File: src/rtl/cfg_key_pkg.sv
package cfg_key_pkg;

    localparam int DATA_W = 8;
    localparam int CTRL_KEEP_W = 5;

    localparam logic [DATA_W-1:0] KEY_OPEN_A = 8'h87;
    localparam logic [DATA_W-1:0] KEY_OPEN_B = 8'h59;

    localparam int BIT_PROG  = 0;
    localparam int BIT_BSEL  = 1;
    localparam int BIT_AUX   = 4;
    localparam int BIT_SWRST = 7;

    typedef enum logic {
        PH_IDLE,
        PH_HALF
    } key_phase_e;

    typedef struct packed {
        logic aux;
        logic spare3;
        logic spare2;
        logic bsel;
        logic prog;
    } ctrl_bits_t;

    function automatic logic is_reset_combo(input logic [DATA_W-1:0] d);
        return d[BIT_SWRST] & d[BIT_BSEL] & d[BIT_PROG];
    endfunction

    function automatic ctrl_bits_t to_ctrl(input logic [DATA_W-1:0] d);
        return ctrl_bits_t'(d[CTRL_KEEP_W-1:0]);
    endfunction

    function automatic logic [DATA_W-1:0] ctrl_view(input ctrl_bits_t c, input logic strap);
        logic [DATA_W-1:0] v;
        v = '0;
        v[CTRL_KEEP_W-1:0] = c;
        v[BIT_SWRST] = strap;
        return v;
    endfunction

endpackage

File: src/rtl/ckg_key_seq.sv
module ckg_key_seq
    import cfg_key_pkg::*;
(
    input  logic              clk,
    input  logic              rst,
    input  logic              clr,
    input  logic              key_wr,
    input  logic [DATA_W-1:0] key_data,
    output logic              open
);

    key_phase_e phase_q;
    logic       open_q;

    always_ff @(posedge clk) begin
        if (rst || clr) begin
            phase_q <= PH_IDLE;
            open_q  <= 1'b0;
        end else if (key_wr) begin
            if (key_data == KEY_OPEN_A) begin
                phase_q <= PH_HALF;
            end else if (key_data == KEY_OPEN_B) begin
                phase_q <= PH_IDLE;
                if (phase_q == PH_HALF) begin
                    open_q <= 1'b1;
                end
            end else begin
                phase_q <= PH_IDLE;
                open_q  <= 1'b0;
            end
        end
    end

    assign open = open_q;

endmodule

File: src/rtl/ckg_ctrl_reg.sv
module ckg_ctrl_reg
    import cfg_key_pkg::*;
(
    input  logic              clk,
    input  logic              rst,
    input  logic              ctrl_wr,
    input  logic [DATA_W-1:0] wdata,
    output ctrl_bits_t        ctrl,
    output logic              rst_req
);

    ctrl_bits_t ctrl_q;
    logic       req_q;
    logic       combo;

    assign combo = is_reset_combo(wdata);

    always_ff @(posedge clk) begin
        if (rst || req_q) begin
            ctrl_q <= '0;
            req_q  <= 1'b0;
        end else begin
            req_q <= ctrl_wr && combo;
            if (ctrl_wr && !combo) begin
                ctrl_q <= to_ctrl(wdata);
            end
        end
    end

    assign ctrl    = ctrl_q;
    assign rst_req = req_q;

endmodule

File: src/rtl/ckg_rd_mux.sv
module ckg_rd_mux
    import cfg_key_pkg::*;
#(
    parameter int                ADDR_W    = 8,
    parameter logic [ADDR_W-1:0] CTRL_ADDR = 8'h17
) (
    input  logic [ADDR_W-1:0] addr,
    input  ctrl_bits_t        ctrl,
    input  logic              strap,
    output logic [DATA_W-1:0] rdata
);

    always_comb begin
        if (addr == CTRL_ADDR) begin
            rdata = ctrl_view(ctrl, strap);
        end else begin
            rdata = '0;
        end
    end

endmodule

File: src/rtl/cfg_key_guard.sv
module cfg_key_guard
    import cfg_key_pkg::*;
#(
    parameter int                ADDR_W    = 8,
    parameter logic [ADDR_W-1:0] KEY_ADDR  = 8'h16,
    parameter logic [ADDR_W-1:0] CTRL_ADDR = 8'h17
) (
    input  logic              clk,
    input  logic              rst,
    input  logic [ADDR_W-1:0] bus_addr,
    input  logic              bus_we,
    input  logic [DATA_W-1:0] bus_wdata,
    output logic [DATA_W-1:0] bus_rdata,
    input  logic              boot_strap,
    output logic              aux_ram_en,
    output logic              prog_en,
    output logic              boot_sel,
    output logic              sw_rst_pulse
);

    logic       key_hit;
    logic       ctrl_hit;
    logic       guard_open;
    logic       req;
    ctrl_bits_t ctrl;

    assign key_hit  = bus_we && (bus_addr == KEY_ADDR);
    assign ctrl_hit = bus_we && (bus_addr == CTRL_ADDR) && guard_open;

    ckg_key_seq u_key (
        .clk      (clk),
        .rst      (rst),
        .clr      (req),
        .key_wr   (key_hit),
        .key_data (bus_wdata),
        .open     (guard_open)
    );

    ckg_ctrl_reg u_ctrl (
        .clk     (clk),
        .rst     (rst),
        .ctrl_wr (ctrl_hit),
        .wdata   (bus_wdata),
        .ctrl    (ctrl),
        .rst_req (req)
    );

    ckg_rd_mux #(
        .ADDR_W    (ADDR_W),
        .CTRL_ADDR (CTRL_ADDR)
    ) u_rd (
        .addr  (bus_addr),
        .ctrl  (ctrl),
        .strap (boot_strap),
        .rdata (bus_rdata)
    );

    assign aux_ram_en   = ctrl.aux;
    assign prog_en      = ctrl.prog;
    assign boot_sel     = ctrl.bsel;
    assign sw_rst_pulse = req;

endmodule

File: config.mk
export PLATFORM = sky130hd
export DESIGN_NAME = cfg_key_guard
export DESIGN_NICKNAME = d
export VERILOG_FILES = /design/src/rtl/cfg_key_pkg.sv /design/src/rtl/ckg_key_seq.sv /design/src/rtl/ckg_ctrl_reg.sv /design/src/rtl/ckg_rd_mux.sv /design/src/rtl/cfg_key_guard.sv
export SDC_FILE = /design/constraint.sdc
export NUM_CORES = 1
export LEC_CHECK = 0
export ABC_CLOCK_PERIOD_IN_PS = 1700
export BUFFER_PORTS_ARGS = -buffer_cell sky130_fd_sc_hd__buf_2
export CORE_AREA = 2 2 39 41
export CTS_CLUSTER_DIAMETER = 30
export CTS_CLUSTER_SIZE = 14
export DETAILED_ROUTE_END_ITERATION = 6
export DIE_AREA = 0 0 41 43
export PLACE_DENSITY = 0.71
export RECOVER_POWER = 100
export SLEW_MARGIN = 20
export SYNTH_ARGS = -nofsm -noshare
export SYNTH_HDL_FRONTEND = slang
export SYNTH_SLANG_ARGS = --single-unit
export TNS_END_PERCENT = 20
File: constraint.sdc
create_clock -name clk -period 1.7 [get_ports clk]
set_input_delay 0.17 -clock clk [delete_from_list [all_inputs] [get_ports clk]]
set_output_delay 0.17 -clock clk [all_outputs]
set_load 0.1 [all_outputs]
==> impl_results.md, run 1 <==
* Chip Width at 41 um
* Area delta synth->final at 43.94%
* Crit-path max FO at 8
* Largest net degree at the start of global routing at 10
* MaxCap Viol Count at 0
* Top Family by Delay on Critical Path: simple AND/OR/NAND/NOR gates
* Post-route ant nets at 0
* CTS resizes at 0
* Worst Setup End Kind: output port
* Detail Placement HPWL at 951 um
* First-pass GRT wire length at 1.497 mm
* Top post-synthesis cells by area: dfxtp_1 (36%), and3_1 (11%), and4bb_2 (5.6%)
* Die area at 0.001763 mm2
* Layout cell share with drive strength beyond 1 at 46.34%
* # H-tree levels at 1
* Worst-path clk slew at 60 ps
* Synth area leader: dfxtp_1
* Vias in the first global route at 377
* Crit path buf inv count at 2
* I/O pin cnt at 32
* Clock tree buffer depth at 2
* VDD IR max at 271.0 uV
* Total core area at 0.001384 mm2
* I/O Buffers at 29
* Worst path cell trace: buf_2, and4bb_1, and3_1, clkbuf_2
* Slew headroom at 63.65%
* GRT overflow at 0
* DRT iter0 DRCs at 14
* Hold buffer count at cts at 0
* CP arrival at 1330 ps
* Clock sink count at 8
* WP data required at 1530 ps
* CTS tree: done
* CP max stage delay at 460 ps
* Top cell type's share of synthesized area at 36.06%
* Setup Slack @ Placement at 249.6 ps
* Drt total wl at 1.183 mm
* Post-Syn Instances at 51
* Starting Density at 32.10%
* Total CTS buffers at 3
* Die Height at 43 um
* Initial antenna violation count at 0
* # diodes at 0
* DRT Pass-1 Iters at 4
* Syn Std Cell Area at 444.2 um2
* # setup viols final at 0
* YS warnings at 0
* F_max at 666.3 MHz
* Vias per Instance at 5.582
* Pins Over Slew Limit at 0
* Total track usage at 13.13%
* Crit path kind: in -> out
* Post-CTS setup buffer count at 0
* Slowest cell on crit path: clkbuf_2
* Seq/Total Area, Yosys at 36.06%
* Post-route insts no fill at 98
* Final Hold Viols at 0
* Worst skew pair latency at 260 ps
* Avg Inst Size Synth at 8.709 um2
* Min Clock Period, post-route at 1501 ps
* #FFs+latches synth at 8
* Worst clock skew at 5.681 ps
* Routability Congestion at 0.8072
* Ys async rst share at 0%
* WL per Instance at 12.07 um
* Worst Tran Pin Value at 547.6 ps
* DR vias at 547
* Min-Delay Path Class: in -> reg
* Status: completed
* DR DRC count at 0
* Nets at 104
* Final setup margin at 199.1 ps
* Cell Pwr Density at 620.5 mW/mm2
* Distinct cells, synth at 23
* Root Buffer: clkbuf_4
* CP startpoint kind: input port
* Core Rows at 14
* Final period utilization at 88.29%
* # placed instances at 95
* Dominant synthesized flop cell: dfxtp_1
* EDFF count, synth at 0
* Pleak at 0.3110 nW
* RSZ-0062 raised after global routing: no
[state kept, by name, summed over array words and instances (netlist names)]
signal          cells
u_key.phase_q       1
u_ctrl.ctrl         5
u_ctrl.rst_req      1
u_key.open          1
[area by class of cell]
type	count	area [um2]
clock buffers	3	22.52
multi-input cells	41	272.8
well taps	16	20.02
repair buffers	29	158.9
fillers	145	744.5
flip-flops and latches	8	161.4
inverters	1	3.754
[synth_stat cells (2+ instances only)]
cell type  instances
o221a_2            2
o21ai_0            3
a21oi_1            3
and3_1             8
nand3_1            5
buf_4              2
dfxtp_1            8
nor2_1             4
and4bb_2           2
[worst paths after layout]
check	startpoint	cells after the start	endpoint	slack, ps
min	bus_wdata[3]	3	u_ctrl.ctrl[3]$_SDFFE_PP0P_	180
max reg2reg	u_key.open$_SDFFE_PP0P_	4	u_ctrl.ctrl[0]$_SDFFE_PP0P_	570
max	bus_addr[6]	4	bus_rdata[2]	200
min reg2reg	u_ctrl.ctrl[2]$_SDFFE_PP0P_	2	u_ctrl.ctrl[2]$_SDFFE_PP0P_	480
[worst reg2reg max path, cell delays in order, from the launching register on]
cell     delay (ps)
dfxtp_1         320
and2_0          140
nand3_1         210
nor2_1          200
o221a_2         200
[logic make-up (layout without fill, tap and decap cells)]
kind of cell           after synthesis  count (layout)  synth area share, %
AO/OA/AOI/OAI                       11              11                16.90
buffers and inverters                3              33                4.224
flip-flops                           8               8                36.06
multiplexers                         1               1                2.254
other                                1               2               0.8443
AND/OR/NAND/NOR                     27              27                39.72
[through the flow]
step	cell area (um2)	setup TNS, ps	hold slack (ps)	utilization (%)	power [mW]
after detailed placement	678.2	0	452.0	49.01	0.2526
final	639.4	0	177.2	46.20	0.3967
after global routing	639.4	0	213.6	46.20	0.4096
after global placement	678.2	0	447.2	49.01	0.2516
after CTS	700.7	0	180.8	50.63	0.3976
after floorplan	452.9	-187.2	317.7	-	0.2274
[placed cells by master (no fill, tap or decap), types with 2 or more instances in the layout]
master and count:
conb_1 2, clkbuf_2 7, nor2_1 4, o21ai_0 3, nand3_1 5, dfxtp_1 7, clkbuf_4 3, a21oi_1 3
and3_2 3, and3_1 5, buf_2 20, o221a_2 2
[report_power, final]
group / switching (mW) / internal, mW / total (mW)
logic: 0.0397 / 0.0216 / 0.0613
registers: 0.000000166 / 0.188 / 0.188
clock network: 0.0669 / 0.0809 / 0.148
total: 0.107 / 0.290 / 0.397
[metal layers]
| metal | global-route usage, % | vias to the layer above | routed length, um | part of all wire [%] |
|---|---|---|---|---|
| met5 | 0 | - | 0 | 0 |
| met4 | 12.00 | 0 | 27 | 2.3 |
| met3 | 1.571 | 4 | 129 | 11 |
| met2 | 19.69 | 32 | 556 | 47 |
| met1 | 15.08 | 248 | 470 | 40 |
| li1 | - | 263 | - | - |
Note: power is estimated with default switching activity, not from simulation.
==> run 2, diff against run 1 <==
--- a/config.mk
+++ b/config.mk
@@ -7,15 +7,17 @@
 export LEC_CHECK = 0
 export ABC_CLOCK_PERIOD_IN_PS = 1700
 export BUFFER_PORTS_ARGS = -buffer_cell sky130_fd_sc_hd__buf_2
+export CAP_MARGIN = 5
 export CORE_AREA = 2 2 39 41
 export CTS_CLUSTER_DIAMETER = 30
 export CTS_CLUSTER_SIZE = 14
 export DETAILED_ROUTE_END_ITERATION = 6
 export DIE_AREA = 0 0 41 43
-export PLACE_DENSITY = 0.71
+export PLACE_DENSITY = 0.75
 export RECOVER_POWER = 100
 export SLEW_MARGIN = 20
 export SYNTH_ARGS = -nofsm -noshare
 export SYNTH_HDL_FRONTEND = slang
+export SYNTH_HIERARCHICAL = 1
 export SYNTH_SLANG_ARGS = --single-unit
 export TNS_END_PERCENT = 20
==> run 2 against run 1 <==
Critical endpoint is now bus_rdata[4]. Die area unchanged. First-iteration DRC count down 50%. Combinational power up 19%. Hold slack worse by 64 ps. Worst setup slack worse by 84 ps. Register-to-register slack worse by 210 ps. Final cell count up 9.2%. Synthesized cell count up 18%. Non-clock buffer count up 1. Clock skew about the same. Largest cell class unchanged. Clock-buffer cell count unchanged.
==> impl_results.md, run 2 <==
* Status: completed (unchanged)
* WL per Instance at 12.47 um (was 12.07 um)
* Worst clock skew at 5.734 ps (was 5.681 ps)
* Worst path cell trace: buf_2, or4b_4, nor3_4, buf_4 (was buf_2, and4bb_1, and3_1, clkbuf_2)
* CTS resizes at 0 (unchanged)
* Crit path buf inv count at 2 (unchanged)
* Seq/Total Area, Yosys at 32.57% (was 36.06%)
* Detail Placement HPWL at 1.096 mm (was 951 um)
* Root Buffer: clkbuf_4 (unchanged)
* Avg Inst Size Synth at 8.195 um2 (was 8.709 um2)
* Dominant synthesized flop cell: dfxtp_1 (unchanged)
* Adder-cell area share of the yosys netlist at 0% (unchanged)
* GRT overflow at 0 (unchanged)
* Die Height at 43 um (unchanged)
* Top post-synthesis cells by area: dfxtp_1 (33%), nor3_1 (8.1%), nand4bb_1 (6.9%) (was dfxtp_1 (36%), and3_1 (11%), and4bb_2 (5.6%))
* CP max stage delay at 630 ps (was 460 ps)
* DRT iter0 DRCs at 7 (was 14)
* Core Rows at 14 (unchanged)
* Sum of negative setup slack at 0 ps (unchanged)
* Xor and xnor area share after synthesis at 0% (unchanged)
* Pins Over Slew Limit at 0 (unchanged)
* Largest family of logic cells by synthesized area: simple AND/OR/NAND/NOR gates (unchanged)
* Syn Std Cell Area at 491.7 um2 (was 444.2 um2)
* Crit-path max FO at 6 (was 8)
* Simple-gate area share of the yosys netlist at 42.24% (was 39.72%)
* Min Clock Period, post-route at 1585 ps (was 1501 ps)
* Internal power at 0.2935 mW (was 0.2901 mW)
* #FFs+latches synth at 8 (unchanged)
* Switching share of power at 27.35% (was 26.88%)
* Fill cells at 137 (was 145)
* Top cell type's share of synthesized area at 32.57% (was 36.06%)
* Post-route ant nets at 0 (unchanged)
* Drt total wl at 1.334 mm (was 1.183 mm)
* F_max at 630.8 MHz (was 666.3 MHz)
* Worst-path clk slew at 60 ps (about the same)
* Commonest cells in the synthesized netlist: dfxtp_1 (8), inv_1 (8), nor3_1 (8) (was and3_1 (8), dfxtp_1 (8), nand3_1 (5))
* Starting Density at 35.53% (was 32.10%)
* Commonest non-fill, non-tap cell in the layout: buf_2 (unchanged)
* RSZ-0062 raised after global routing: no (unchanged)
* Synth area leader: dfxtp_1 (unchanged)
* CTS tree: done (unchanged)
* Total CTS buffers at 3 (unchanged)
* Crit path kind: in -> out (unchanged)
* Cell Pwr Density at 524.2 mW/mm2 (was 620.5 mW/mm2)
* Final setup margin at 114.8 ps (was 199.1 ps)
* Vias in the first global route at 493 (was 377)
* Compound-gate portion of the synthesized area at 14.25% (was 16.90%)
* Mux cell area share after synthesis at 0% (was 2.254%)
* Pleak at 0.3150 nW (was 0.3110 nW)
* Routability Congestion at 0.9330 (was 0.8072)
* Final Hold Viols at 0 (unchanged)
* Largest net degree at the start of global routing at 9 (was 10)
* Setup Slack @ Placement at 142.3 ps (was 249.6 ps)
* Hold buffer count at cts at 0 (unchanged)
* Commonest non-fill, non-tap cells in the layout: buf_2 (18), inv_1 (8), nand2_1 (5), dfxtp_1 (5) (was buf_2 (20), clkbuf_2 (7), dfxtp_1 (7))
* Top Family by Delay on Critical Path: simple AND/OR/NAND/NOR gates (unchanged)
* Min-Delay Path Class: in -> reg (unchanged)
* Final period utilization at 93.25% (was 88.29%)
* VDD IR max at 399.4 uV (was 271.0 uV)
* WP data required at 1530 ps (about the same)
* Gate power share at 18.0% (was 15.4%)
* Net Sw Power at 0.1105 mW (was 0.1066 mW)
* Initial antenna violation count at 0 (unchanged)
* # H-tree levels at 1 (unchanged)
* Distinct cells, synth at 25 (was 23)
* Worst Tran Pin Value at 541.1 ps (was 547.6 ps)
* Worst skew pair latency at 250 ps (was 260 ps)
* Layout cell share with drive strength beyond 1 at 50.55% (was 46.34%)
* I/O pin cnt at 32 (unchanged)
* EDFF count, synth at 0 (unchanged)
* Clock tree buffer depth at 2 (unchanged)
* Slowest cell on crit path: or4b_4 (was clkbuf_2)
* Nets at 113 (was 104)
* Reg power frac at 46.4% (was 47.3%)
* Vias per Instance at 5.252 (was 5.582)
* DR DRC count at 0 (unchanged)
* Area delta synth->final at 56.74% (was 43.94%)
* Ys async rst share at 0% (unchanged)
* Total track usage at 16.99% (was 13.13%)
* Hold WS at 113.6 ps (was 177.2 ps)
* CP arrival at 1420 ps (was 1330 ps)
* Clock sink count at 8 (unchanged)
* Die area at 0.001763 mm2 (unchanged)
* DR vias at 562 (was 547)
* Post-Syn Instances at 60 (was 51)
* Number of flip-flops in the largest register at 5 (unchanged)
* Chip Width at 41 um (unchanged)
* # diodes at 0 (unchanged)
* YS warnings at 6 (was 0)
* Total core area at 0.001384 mm2 (unchanged)
* MaxCap Viol Count at 0 (unchanged)
* Clock power frac at 35.6% (was 37.3%)
* I/O Buffers at 29 (unchanged)
* DRT Pass-1 Iters at 4 (unchanged)
* First-pass GRT wire length at 2.001 mm (was 1.497 mm)
* Post-CTS setup buffer count at 0 (unchanged)
* Slew headroom at 64.08% (was 63.65%)
* Worst Setup End Kind: output port (unchanged)
* CP startpoint kind: input port (unchanged)
* # setup viols final at 0 (unchanged)
run 2: cell types whose count changed in the layout (fill, tap and decap cells not counted), sizes merged, moves of 2 or more:
cell / delta
a21oi: -3
and3: -8
and4bb: -2
buf: +4
clkbuf: -3
inv: +7
nand2: +5
nand3: -4
nand4: +4
nand4bb: +3
nor3: +8
or2: +2
run 2: final cells by class:
cell class                      count  area (um2)  area share [%]
Clock buffer                        3       22.52           2.922
Sequential cell                     8       163.9           21.27
Inverter                            8       30.03           3.896
Tap cell                           16       20.02           2.597
Timing Repair Buffer               30       203.9           26.46
Multi-Input combinational cell     42       330.3           42.86
run 2: final timing paths:
kind,startpoint,slack [ps],endpoint,cells past startpoint
worst max-delay path,bus_addr[7],110,bus_rdata[4],4
worst min-delay path,rst,110,u_ctrl/rst_req$_SDFF_PP0_,2
worst max register to register,u_key/open$_SDFFE_PP0P_,360,u_ctrl/ctrl[0]$_SDFFE_PP0P_,4
worst min register to register,u_ctrl/ctrl[3]$_SDFFE_PP0P_,470,u_ctrl/ctrl[3]$_SDFFE_PP0P_,2
run 2: per-stage QoR:
| stage | std cells | util, % | cell area (um2) | power, mW |
|---|---|---|---|---|
| final | 107 | 55.70 | 770.7 | 0.4040 |
| after global routing | 107 | 55.70 | 770.7 | 0.4315 |
| after CTS | 107 | 60.40 | 835.8 | 0.4139 |
| after detailed placement | 104 | 58.77 | 813.3 | 0.2656 |
| after global placement | 104 | 58.77 | 813.3 | 0.2640 |
| after floorplan | 61 | - | 576.8 | 0.2373 |
run 2: routing by layer:
layer  global-route usage, %  share of wire, %  vias up
li1                        -                 -      282
met3                   3.665                13        2
met5                       0                 0        -
met1                   19.74                41      246
met2                   26.88                45       32
met4                   10.00              0.75        0
run 2: logic make-up after synthesis:
| logic type | Yosys count |
|---|---|
| AO/OA/AOI/OAI | 8 |
| buffers and inverters | 11 |
| flip-flops | 8 |
| other | 1 |
| AND/OR/NAND/NOR | 32 |
run 2: power groups by stage:
stage,Clock [mW],Sequential (mW),Combinational (mW)
2_1_floorplan,0,0.192,0.0457
3_3_place_gp,0,0.192,0.0724
3_5_place_dp,0,0.192,0.0739
4_1_cts,0.152,0.188,0.0743
5_1_grt,0.166,0.187,0.0783
6_report,0.144,0.188,0.0727
run 2: worst reg2reg max path, cell delays in order, from the launching register on:
cell and delay [ps]:
dfxtp_1 330, nand2_1 60, nor3_1 380, and2_0 310
o221a_1 210
==> run 3, diff against run 2 <==
--- a/config.mk
+++ b/config.mk
@@ -5,15 +5,15 @@
 export SDC_FILE = /design/constraint.sdc
 export NUM_CORES = 1
 export LEC_CHECK = 0
+export ABC_AREA = 1
 export ABC_CLOCK_PERIOD_IN_PS = 1700
 export BUFFER_PORTS_ARGS = -buffer_cell sky130_fd_sc_hd__buf_2
 export CAP_MARGIN = 5
-export CORE_AREA = 2 2 39 41
+export CORE_UTILIZATION = 42
 export CTS_CLUSTER_DIAMETER = 30
 export CTS_CLUSTER_SIZE = 14
 export DETAILED_ROUTE_END_ITERATION = 6
-export DIE_AREA = 0 0 41 43
-export PLACE_DENSITY = 0.75
+export PLACE_DENSITY = 0.79
 export RECOVER_POWER = 100
 export SLEW_MARGIN = 20
 export SYNTH_ARGS = -nofsm -noshare
==> run 3 against run 2 <==
Die area shrank 13%. Sequential power is essentially flat. Sequential share of layout area shrank 0.69 points. Clock power is essentially flat. Synthesized area grew 18%. Clock skew shrank 2.5 ps. Synthesized cell count grew 75%. Final cell count grew 41%. Core utilization grew 4.1 points. Critical path type is now reg -> out.
==> impl_results.md, run 3 <==
* Crit path buf inv count at 2 (unchanged)
* Commonest non-fill, non-tap cells in the layout: inv_1 (26), nand2_1 (25), buf_2 (19) (was buf_2 (18), inv_1 (8), nand2_1 (5), dfxtp_1 (5))
* Status: completed (unchanged)
* Clock tree buffer depth at 2 (unchanged)
* Overall power at 0.4101 mW (was 0.4040 mW)
* Dominant synthesized flop cell: dfxtp_1 (unchanged)
* RSZ-0062 raised after global routing: no (unchanged)
* Die area at 0.001538 mm2 (was 0.001763 mm2)
* WP data required at 1530 ps (about the same)
* Die Height at 39.22 um (was 43 um)
* Final period utilization at 82.86% (was 93.25%)
* Starting Density at 44.71% (was 35.53%)
* Ys async rst share at 0% (unchanged)
* Gate power share at 19.6% (was 18.0%)
* Vias in the first global route at 486 (was 493)
* Worst Tran Pin Value at 544.3 ps (was 541.1 ps)
* DR DRC count at 0 (unchanged)
* Switching share of power at 27.83% (was 27.35%)
* Area delta synth->final at 33.76% (was 56.74%)
* Nets at 158 (was 113)
* Min Clock Period, post-route at 1409 ps (was 1585 ps)
* Slew headroom at 63.87% (was 64.08%)
* Final Util at 59.81% (was 55.70%)
* Total core area at 0.001301 mm2 (was 0.001384 mm2)
* Post-Syn Instances at 105 (was 60)
* Layout cell share with drive strength beyond 1 at 31.62% (was 50.55%)
* Net Sw Power at 0.1142 mW (was 0.1105 mW)
* CP max stage delay at 450 ps (was 630 ps)
* Final Hold Viols at 0 (unchanged)
* Top Family by Delay on Critical Path: buffers and inverters (was simple AND/OR/NAND/NOR gates)
* Pins Over Slew Limit at 0 (unchanged)
* Commonest non-fill, non-tap cell in the layout: inv_1 (was buf_2)
* Pleak at 0.4065 nW (was 0.3150 nW)
* CTS resizes at 0 (unchanged)
* MaxCap Viol Count at 0 (unchanged)
* Total CTS buffers at 3 (unchanged)
* Top cell type's share of synthesized area at 27.53% (was 32.57%)
* Routability Congestion at 0.7257 (was 0.9330)
* # H-tree levels at 1 (unchanged)
* F_max at 709.9 MHz (was 630.8 MHz)
* Reg power frac at 45.8% (was 46.4%)
* CP startpoint kind: flop (was input port)
* Clock power frac at 34.7% (was 35.6%)
* Core Rows at 13 (was 14)
* #FFs+latches synth at 8 (unchanged)
* Number of flip-flops in the largest register at 5 (unchanged)
* Chip Width at 39.22 um (was 41 um)
* Worst path cell trace: inv_1, nor2_4, clkbuf_2 (was buf_2, or4b_4, nor3_4, buf_4)
* Seq/Total Area, Yosys at 27.53% (was 32.57%)
* YS warnings at 6 (unchanged)
* Clock sink count at 8 (unchanged)
* Detail Placement HPWL at 965.8 um (was 1.096 mm)
* Slowest cell on crit path: clkbuf_2 (was or4b_4)
* Worst clock skew at 3.205 ps (was 5.734 ps)
* Placed inst area at 759.5 um2 (was 813.3 um2)
* Min-Delay Path Class: in -> reg (unchanged)
* Internal power at 0.2960 mW (was 0.2935 mW)
* # setup viols final at 0 (unchanged)
* Worst Setup End Kind: output port (unchanged)
* Fill cells at 135 (was 137)
* Root Buffer: clkbuf_4 (unchanged)
* GRT overflow at 0 (unchanged)
* First-pass GRT wire length at 1.766 mm (was 2.001 mm)
* Initial antenna violation count at 0 (unchanged)
* Multi-input gate area at 326.6 um2 (was 330.3 um2)
* Worst skew pair latency at 250 ps (about the same)
* I/O pin cnt at 32 (unchanged)
* Crit path kind: reg -> out (was in -> out)
* # diodes at 0 (unchanged)
* Worst-path clk slew at 50 ps (was 60 ps)
* Commonest cells in the synthesized netlist: inv_1 (26), nand2_1 (25), nor2_1 (20) (was dfxtp_1 (8), inv_1 (8), nor3_1 (8))
* Post-route ant nets at 0 (unchanged)
* I/O Buffers at 29 (unchanged)
* Syn Std Cell Area at 581.8 um2 (was 491.7 um2)
* Largest net degree at the start of global routing at 10 (was 9)
* FF/Latch Area at 160.2 um2 (was 163.9 um2)
* EDFF count, synth at 0 (unchanged)
* Crit-path max FO at 3 (was 6)
* VDD IR max at 312.3 uV (was 399.4 uV)
* CP arrival at 1240 ps (was 1420 ps)
* CTS tree: done (unchanged)
* Post-CTS setup buffer count at 0 (unchanged)
* Final instance area at 778.2 um2 (was 770.7 um2)
* Vias per Instance at 4.404 (was 5.252)
* Cell Pwr Density at 527.0 mW/mm2 (was 524.2 mW/mm2)
* Drt total wl at 1.127 mm (was 1.334 mm)
* Distinct cells, synth at 17 (was 25)
* Top post-synthesis cells by area: dfxtp_1 (28%), inv_1 (17%), nand2_1 (16%) (was dfxtp_1 (33%), nor3_1 (8.1%), nand4bb_1 (6.9%))
* DR vias at 665 (was 562)
* Synth area leader: dfxtp_1 (unchanged)
* Total track usage at 16.85% (was 16.99%)
* WL per Instance at 7.464 um (was 12.47 um)
* DRT iter0 DRCs at 3 (was 7)
* Hold buffer count at cts at 0 (unchanged)
* DRT Pass-1 Iters at 2 (was 4)
* Cell with the most instances after synthesis: inv_1
* Avg Inst Size Synth at 5.541 um2 (was 8.195 um2)
## run 3: cell types whose count changed after synthesis, moves of 3 or more
| cell | previous run | this run |
|---|---|---|
| nand2_1 | 5 | 25 |
| nand4_1 | 4 | 0 |
| nand4bb_1 | 3 | 0 |
| nand3_1 | 0 | 4 |
| nor3_1 | 8 | 0 |
| nor2_1 | 2 | 20 |
| inv_1 | 8 | 26 |
| a21oi_1 | 0 | 6 |
## run 3: routing by layer
layer	vias to the layer above	GRT usage, %	share of wire (%)
met4	0	7.759	0
met3	0	3.468	4.2
met5	-	0	0
met1	284	18.75	47
li1	361	-	-
met2	20	30.00	49
## run 3: worst min-delay path, delay by kind of cell
kind / cells / cell delay, ps
buffers and inverters: 1 / 110
AND/OR/NAND/NOR: 3 / 130
## run 3: path summary, 6_finish.rpt
path                                    start                          end  slack (ps)  cells after the start
hold reg to reg   u_ctrl/ctrl[0]$_SDFFE_PP0P_  u_ctrl/ctrl[0]$_SDFFE_PP0P_         480                      2
setup reg to reg      u_key/open$_SDFFE_PP0P_  u_ctrl/ctrl[1]$_SDFFE_PP0P_         490                      6
setup / recovery  u_ctrl/ctrl[1]$_SDFFE_PP0P_                 bus_rdata[1]         290                      3
hold / removal                            rst    u_ctrl/rst_req$_SDFF_PP0_         210                      4
## run 3: final cells by class
type / instances / area share (%)
Tap cell: 15 / 2.412
Timing Repair Buffer: 30 / 19.13
Sequential cell: 8 / 20.58
Inverter: 27 / 13.02
Multi-Input combinational cell: 68 / 41.96
Clock buffer: 3 / 2.894
## run 3: power groups by stage
stage | Sequential [mW] | Combinational, mW | Clock (mW)
after floorplan | 0.192 | 0.0511 | 0
after global placement | 0.192 | 0.0791 | 0
after detailed placement | 0.192 | 0.0806 | 0
after CTS | 0.188 | 0.0808 | 0.146
after global routing | 0.188 | 0.0900 | 0.153
final | 0.188 | 0.0802 | 0.142
## run 3: metrics by stage
stage	setup WS, ps	hold WS, ps	std cells	setup TNS (ps)
floorplan	-239.1	313.4	106	-1123
global placement	379.8	456.0	148	0
detailed placement	354.9	463.7	148	0
CTS	325.5	202.7	151	0
global route	240.1	230.9	151	0
finish	291.4	208.0	151	0
## run 3: kinds of logic after synthesis
family | Yosys count | share of synthesized area, %
and+or+nand+nor | 57 | 43.23
other | 1 | 0.6445
buffers and inverters | 30 | 20.86
AOI/OAI and AO/OA | 9 | 7.741
DFF | 8 | 27.53
